--- config.mk ---
export PLATFORM = sky130hd
export DESIGN_NAME = pixRdoSeq
export DESIGN_NICKNAME = d
export VERILOG_FILES = /design/src/rtl/pixRdoPkg.sv /design/src/rtl/pixRdoCtrl.sv /design/src/rtl/pixRdoPath.sv /design/src/rtl/pixRdoSeq.sv
export SDC_FILE = /design/constraint.sdc
export NUM_CORES = 1
export LEC_CHECK = 0
export BUFFER_PORTS_ARGS = -buffer_cell sky130_fd_sc_hd__buf_4
export CORE_ASPECT_RATIO = 1.25
export CORE_MARGIN = 2
export CORE_UTILIZATION = 25
export DETAILED_ROUTE_END_ITERATION = 7
export GPL_TIMING_DRIVEN = 0
export SLEW_MARGIN = 20
export SYNTH_ARGS = -nofsm -noshare
export SYNTH_HDL_FRONTEND = slang
export SYNTH_SLANG_ARGS = --single-unit
--- constraint.sdc ---
create_clock -name clk -period 1.9 [get_ports clk]
set_input_delay 0.38 -clock clk [delete_from_list [all_inputs] [get_ports clk]]
set_output_delay 0.38 -clock clk [all_outputs]
set_load 0.005 [all_outputs]
--- src/rtl/pixRdoPkg.sv ---
package pixRdoPkg;

  typedef enum logic [1:0] {
    ST_IDLE  = 2'd0,
    ST_LOAD  = 2'd1,
    ST_SYNC  = 2'd2,
    ST_DRAIN = 2'd3
  } seqState_e;

  typedef enum logic [1:0] {
    OS_IDLE = 2'd0,
    OS_CNT  = 2'd1,
    OS_SYNC = 2'd2,
    OS_DATA = 2'd3
  } outSel_e;

  // strobes from control to datapath
  typedef struct packed {
    logic    loadStb;
    logic    drainStb;
    outSel_e outSel;
  } seqCtrl_t;

  // kind field of control words (top two bits of the output word)
  localparam logic [1:0] KIND_IDLE = 2'b00;
  localparam logic [1:0] KIND_CNT  = 2'b01;
  localparam logic [1:0] KIND_SYNC = 2'b10;

  // payload codes of the fixed control words
  localparam logic [7:0] IDLE_CODE = 8'hBC;
  localparam logic [7:0] SYNC_CODE = 8'h3C;

endpackage

--- src/rtl/pixRdoCtrl.sv ---
module pixRdoCtrl
  import pixRdoPkg::*;
(
  input  logic     clk,
  input  logic     rstN,
  input  logic     anyHit,
  input  logic     busAny,
  input  logic     busLast,
  output seqCtrl_t ctrl
);

  seqState_e state;
  seqState_e stateNext;

  always_ff @(posedge clk or negedge rstN) begin
    if (!rstN) state <= ST_IDLE;
    else       state <= stateNext;
  end

  always_comb begin
    stateNext     = state;
    ctrl.loadStb  = 1'b0;
    ctrl.drainStb = 1'b0;
    ctrl.outSel   = OS_IDLE;
    case (state)
      ST_IDLE: begin
        if (anyHit) stateNext = ST_LOAD;
      end
      ST_LOAD: begin
        ctrl.loadStb = 1'b1;
        ctrl.outSel  = OS_CNT;
        stateNext    = ST_SYNC;
      end
      ST_SYNC: begin
        ctrl.outSel = OS_SYNC;
        if (busAny)      stateNext = ST_DRAIN;
        else if (anyHit) stateNext = ST_LOAD;
        else             stateNext = ST_IDLE;
      end
      ST_DRAIN: begin
        ctrl.drainStb = 1'b1;
        ctrl.outSel   = OS_DATA;
        if (busLast) stateNext = anyHit ? ST_LOAD : ST_IDLE;
      end
      default: stateNext = ST_IDLE;
    endcase
  end

endmodule

--- src/rtl/pixRdoPath.sv ---
module pixRdoPath
  import pixRdoPkg::*;
#(
  parameter int NUM_COLS = 4,
  parameter int ROW_W    = 4,
  parameter int TS_W     = 8,
  localparam int COL_W   = (NUM_COLS > 1) ? $clog2(NUM_COLS) : 1,
  localparam int WORD_W  = COL_W + ROW_W + TS_W
) (
  input  logic                      clk,
  input  logic                      rstN,
  input  seqCtrl_t                  ctrl,
  input  logic [NUM_COLS-1:0]       colHitValid,
  input  logic [NUM_COLS*ROW_W-1:0] colHitRow,
  input  logic [NUM_COLS*TS_W-1:0]  colHitTs,
  input  logic [TS_W-1:0]           tsCount,
  output logic                      busAny,
  output logic                      busLast,
  output logic                      colLoad,
  output logic [NUM_COLS-1:0]       colClear,
  output logic [WORD_W-1:0]         outWord,
  output logic                      outIsData
);

  logic [NUM_COLS-1:0] busValid;
  logic [NUM_COLS-1:0] selOh;
  logic [ROW_W-1:0]    busRow [NUM_COLS];
  logic [TS_W-1:0]     busTs  [NUM_COLS];
  logic [COL_W-1:0]    selIdx;

  // lowest occupied bus slot goes first
  assign selOh = busValid & (~busValid + NUM_COLS'(1));

  genvar gi;
  generate
    for (gi = 0; gi < NUM_COLS; gi++) begin : g_slot
      always_ff @(posedge clk or negedge rstN) begin
        if (!rstN) begin
          busValid[gi] <= 1'b0;
          busRow[gi]   <= '0;
          busTs[gi]    <= '0;
        end else if (ctrl.loadStb) begin
          busValid[gi] <= colHitValid[gi];
          if (colHitValid[gi]) begin
            busRow[gi] <= colHitRow[gi*ROW_W +: ROW_W];
            busTs[gi]  <= colHitTs[gi*TS_W +: TS_W];
          end
        end else if (ctrl.drainStb && selOh[gi]) begin
          busValid[gi] <= 1'b0;
        end
      end
    end
  endgenerate

  always_comb begin
    selIdx = '0;
    for (int i = NUM_COLS - 1; i >= 0; i--) begin
      if (busValid[i]) selIdx = COL_W'(i);
    end
  end

  assign busAny   = |busValid;
  assign busLast  = busAny && ((busValid & (busValid - NUM_COLS'(1))) == '0);
  assign colLoad  = ctrl.loadStb;
  assign colClear = ctrl.loadStb ? colHitValid : '0;

  always_comb begin
    outWord   = '0;
    outIsData = 1'b0;
    case (ctrl.outSel)
      OS_CNT: begin
        outWord[WORD_W-1 -: 2] = KIND_CNT;
        outWord[TS_W-1:0]      = tsCount;
      end
      OS_SYNC: begin
        outWord[WORD_W-1 -: 2] = KIND_SYNC;
        outWord[TS_W-1:0]      = TS_W'(SYNC_CODE);
      end
      OS_DATA: begin
        outWord   = {selIdx, busRow[selIdx], busTs[selIdx]};
        outIsData = 1'b1;
      end
      default: begin
        outWord[WORD_W-1 -: 2] = KIND_IDLE;
        outWord[TS_W-1:0]      = TS_W'(IDLE_CODE);
      end
    endcase
  end

endmodule

--- src/rtl/pixRdoSeq.sv ---
module pixRdoSeq
  import pixRdoPkg::*;
#(
  parameter int NUM_COLS = 4,
  parameter int ROW_W    = 4,
  parameter int TS_W     = 8,
  localparam int COL_W   = (NUM_COLS > 1) ? $clog2(NUM_COLS) : 1,
  localparam int WORD_W  = COL_W + ROW_W + TS_W
) (
  input  logic                      clk,
  input  logic                      rstN,
  input  logic [NUM_COLS-1:0]       colHitValid,
  input  logic [NUM_COLS*ROW_W-1:0] colHitRow,
  input  logic [NUM_COLS*TS_W-1:0]  colHitTs,
  input  logic [TS_W-1:0]           tsCount,
  output logic                      colLoad,
  output logic [NUM_COLS-1:0]       colClear,
  output logic [WORD_W-1:0]         outWord,
  output logic                      outIsData
);

  seqCtrl_t ctrl;
  logic     busAny;
  logic     busLast;

  pixRdoCtrl u_ctrl (
    .clk    (clk),
    .rstN   (rstN),
    .anyHit (|colHitValid),
    .busAny (busAny),
    .busLast(busLast),
    .ctrl   (ctrl)
  );

  pixRdoPath #(
    .NUM_COLS(NUM_COLS),
    .ROW_W   (ROW_W),
    .TS_W    (TS_W)
  ) u_path (
    .clk        (clk),
    .rstN       (rstN),
    .ctrl       (ctrl),
    .colHitValid(colHitValid),
    .colHitRow  (colHitRow),
    .colHitTs   (colHitTs),
    .tsCount    (tsCount),
    .busAny     (busAny),
    .busLast    (busLast),
    .colLoad    (colLoad),
    .colClear   (colClear),
    .outWord    (outWord),
    .outIsData  (outIsData)
  );

endmodule

[Yosys cells after proc, flatten, opt, wreduce, memory -nomap -nowiden]
Index checks and enable logic that the tools add are counted.
Operators by class
  add/subtract/negate cells: 2
  magnitude comparators: 1
  equality and inequality tests: 8
  mux-type cells: 31
  bitwise gates (word level): 4
  reduce and logical (&&, ||, !) cells: 18
Operator list (count)
  case mux 8 bit (3 select lines): 1
  binary-select mux 8 bit (select 2 bit): 1
  two-way mux 4 bit: 4
  two-way mux 8 bit: 2
  two-way mux 2 bit: 7
  two-way mux 1 bit: 12
  case mux 2 bit (3 select lines): 2
  AND reduction 2 bit: 5
  bitwise AND 4 bit: 2
  binary-select mux 4 bit (select 2 bit): 1
  == test 2 bit, second input constant: 4
  case mux 2 bit (4 select lines): 1
  nonzero test 2 bit: 4
  OR reduction 4 bit: 2
  logical AND 1 bit: 5
  adder 4 x 1 -> 4 bit, second input constant: 1
  == test 2 x 1 -> 1 bit, second input constant: 2
  zero test 4 bit: 1
  NOT 4 bit: 1
  subtractor 4 x 1 -> 4 bit, second input constant: 1
  greater-or-equal comparator 3 bit, second input constant: 1
  NOT 2 -> 3 bit: 1
  zero test 2 bit: 1
  inequality test 2 x 1 -> 1 bit, second input constant: 1
  inequality test 2 bit, second input constant: 1
Storage, ports and cells
  register bits after elaboration: 54
  input port bits: 62
  output and inout port bits: 20
  logic and storage cells: 77

[Logic depth before layout (Yosys ltp)]
  depth after elaboration: 9
  depth in mapped cells: 6
  depth with buffers taken out: 5

[By module]
A second synthesis with hierarchy kept.
Unflattened totals
  cells, all modules: 255
  area total of the unflattened synthesis: 2787.7 µm²
By module, submodules not included
  pixRdoPath: times used 1, cells each 242, area each 2676.3 µm², sequential area each 1301.2 µm²
  pixRdoCtrl: times used 1, cells each 12, area each 103.8 µm², sequential area each 50.0 µm²
  pixRdoSeq: times used 1, cells each 1, area each 7.5 µm², sequential area each 0.0 µm²

[Least setup slack after synthesis]
Ideal clock, no wire load.
  path kind: reg2out
  start point: register u_path.busValid[1]
  end point: output port outWord[10]
  arrival time: 1178 ps
  required time: 1520 ps
  slack: 342 ps
  stages on the path, launching flop included: 6
  buffers on the path: 2
  cells stage by stage: dfrtp_1 buf_4 nor2_1 clkbuf_1 nand2_1 o22ai_1
Between the ends
  cells in the longest elaborated chain, start to end: 7
RTL lines
  start: declaration: line pixRdoPath.sv:25  | logic [NUM_COLS-1:0] busValid;
  start signal: indexed assignment: line pixRdoPath.sv:43  | busValid[gi] <= colHitValid[gi];
  two-way mux 2 bit (2 in series): line pixRdoPath.sv:58  | if (busValid[i]) selIdx = COL_W'(i);
  NOT 2 -> 3 bit (implied by the code): line pixRdoPath.sv:80  | outWord = {selIdx, busRow[selIdx], busTs[selIdx]};
  binary-select mux 4 bit (select 2 bit): line pixRdoPath.sv:80
  two-way mux 4 bit (implied by the code) (2 in series): line pixRdoPath.sv:80
  two-way mux 4 bit: line pixRdoPath.sv:70  | case (ctrl.outSel)
  end: declaration: line pixRdoSeq.sv:18  | output logic [WORD_W-1:0] outWord,
Every way passes these cells. The select of a mux whose other input is x is not followed.

[Final worst setup path]
  start point: register u_path.busValid[3]
  end point: output port outWord[3]
Between the ends
  cells in the longest elaborated chain, start to end: 9
RTL lines (line)
  two-way mux 2 bit (4 in series): pixRdoPath.sv:58
  NOT 2 -> 3 bit (implied by the code): pixRdoPath.sv:80
  binary-select mux 8 bit (select 2 bit): pixRdoPath.sv:80
  two-way mux 8 bit (implied by the code) (2 in series): pixRdoPath.sv:80
  case mux 8 bit (3 select lines): pixRdoPath.sv:70
Every way passes these cells. The select of a mux whose other input is x is not followed.

==> qor.txt <==
status: complete, but fails checks
violated checks: negative setup slack
grt ovf: 0
clk buf depth: 2
Tmin final: 2120 ps
core area: 10700 um2
Max-slew headroom: 0.535
simple logic cell fraction of the synthesized area: 0.0816
CP arrival: 1740 ps
Max Cap Viol: 0
largest family of logic cells by synthesized area: multiplexers
IO Count: 82
Routed Antenna Nets: 0
Warnings, synthesis: 0
post-synthesis sequential area ratio: 0.492
Initial DRC Count: 46
DRT Pass-1 Iters: 4
final WL: 7770 um
endpoint class of the critical path: output pin
area leader, netlist: dfrtp_1
CP cell instances: buf_6 > buf_6 > nor3_4 > or2_4 > a221oi_4 > a21oi_2 > buf_4
gpl congestion: 0.762
Starting Density: 0.257
initial antenna violation count: 0
global-route wire length before repair: 12200 um
Most common cell on crit path: buf_6
# H-tree levels: 2
most numerous cell in the Yosys netlist: dfrtp_1
final worst slack: -217 ps
Residual DRC: 0
Critical Path RT: 1520 ps
Worst Setup Path Type: reg2out
top cells by area, synth: dfrtp_1, mux2_4, mux2_2
crit-path max cell delay: 370 ps
synthesized net count: 280
Synth Area in XOR/XNOR: 0.00319
total track usage: 0.135
cell row count: 42
DR WL/cell: 17.2 um
Hold Vio Cnt, Final: 0
Die Wd: 97.7 um
Max Freq: 472 MHz
design area: 4040 um2
endpoints failing setup: 12
EDFF count, synth: 0
Final Total Pwr: 7.21 mW
hold_ws: 119 ps
average size of a mapped cell: 12.6 um2
Clock transition at path regs: 70 ps
count of cell types in the netlist: 32
Syn-to-layout area delta: 47.3%
Leak Pwr: 1.94 nW
Post-synth top cells: dfrtp_1, mux2_4, nand2_1
largest net degree at the start of global routing: 55
top cell type's share of synthesized area: 0.492
post-synthesis async set-or-reset flop share: 1.00
Hold WC Path Type: in2async
share of cells above drive strength 1: 0.624
worst IR drop on VDD: 0.536 mV
clk_lat worst skew: 300 ps
Port Buf Inserts: 81
CTS root buf: clkbuf_16
Power Dens Cells: 1780 nW/um2
Die Height: 121 um
die area: 11800 um2
vias in the first global route: 2281
mux cell area share after synthesis: 0.255
detailed-route via count: 2085
total CTS buffers: 5
Fillers: 1046
DR vias/cell: 4.62
#FFs+latches synth: 54
antenna diode count: 0
synthesized instance count: 218
r2r setup slk: 500 ps
clock net sink count: 54
final period utilization: 1.11
hold buffer count at CTS: 0
slowest CP cell: dfrtp_2
Synth Area in Compound Gates: 0.120
nets: 380
worst-margin pin slew: 697 ps
Pins Over Slew Limit: 0
CTS tree: done
Worst Skew: 5.44 ps
synthesized cell area: 2750 um2
prevailing post-synth register cell: dfrtp_1
RSZ-0062 raised after global routing: yes
Post-DP Area: 3520 um2
type of origin of the critical path: register
fraction of the mapped netlist area in adder cells: 0
Worst Path Max Fanout: 5
post-DP HPWL: 5680 um
## timing repair
item / in CTS / in global routing
setup buffers: 11 / 2
gates resized for setup: 47 / 18
endpoints found under the setup margin: 17 / 18
pin swaps: 26 / 14
## layout by cell type (no fill, tap or decap), types with 6 or more instances in the layout
cell type	synthesis	layout
nor2_1	8	6
mux2_4	32	32
o21ai_0	12	9
mux2_2	16	16
o22ai_1	8	6
dfrtp_1	54	51
inv_1	8	6
nand2_1	17	14
buf_6	5	9
buf_4	1	89
## state kept, by name, indices dropped and copies added (netlist names)
signal           count
u_path.busValid      4
u_path.busTs        32
u_ctrl.state         2
u_path.busRow       16
## per-stage QoR
stage               utilization  TNS, ps  cells  setup WS (ps)
finish                    0.379    -1890    451           -217
global route              0.379    -2950    451           -287
CTS                       0.372    -2670    450           -285
detailed placement        0.330     -183    431           -118
global placement          0.330     -174    431           -119
floorplan                     -        0    218            342
## cell type report
class                           instances  area, um2  share of cell area
Multi-Input combinational cell        143       1450               0.359
Sequential cell                        54       1360               0.335
Timing Repair Buffer                   94        741               0.183
Tap cell                              132        165              0.0409
Clock buffer                            6        129              0.0319
Buffer                                 10        109              0.0269
Inverter                               10       55.1              0.0136
Clock inverter                          2       37.5             0.00929
## logic make-up (layout without fill, tap and decap cells)
kind of cell / count (synthesis) / in the layout
AO/OA/AOI/OAI: 48 / 48
multiplexers: 52 / 52
buffers and inverters: 21 / 122
flip-flops: 54 / 54
XOR/XNOR: 1 / 1
AND/OR/NAND/NOR: 42 / 42
## power breakdown
part	switching, mW	leakage (nW)	internal [mW]	total, mW
Combinational	1.78	1.23	2.22	3.99
Sequential	0.419	0.637	1.74	2.16
Clock	0.432	0.0771	0.623	1.06
Total	2.63	1.94	4.58	7.21
## per-layer routing
metal	global-route usage	routed length, um	vias up
met3	0.0328	341	10
met4	0.0443	138	0
met2	0.226	3920	57
li1	-	-	991
met5	0	0	-
met1	0.172	3370	1027
## path summary, 6_finish.rpt
check,endpoint,start,cells past startpoint
worst min register to register,u_path.busRow[9],u_path.busRow[9],1
worst max-delay path,outWord[3],u_path.busValid[3],7
min in group clk,u_path.busTs[23],colHitTs[15],2
max in group asynchronous,u_ctrl.state[0],rstN,1
worst max register to register,u_path.busTs[2],u_ctrl.state[1],6
worst min-delay path,u_path.busRow[4],rstN,1
## worst max-delay path, delay by kind of cell, from the launching register on
kind | cells | cell delay (ps)
compound gates | 2 | 420
flops | 1 | 370
buf+inv | 3 | 340
simple gates | 2 | 320
(Power assumes the default switching activity.)
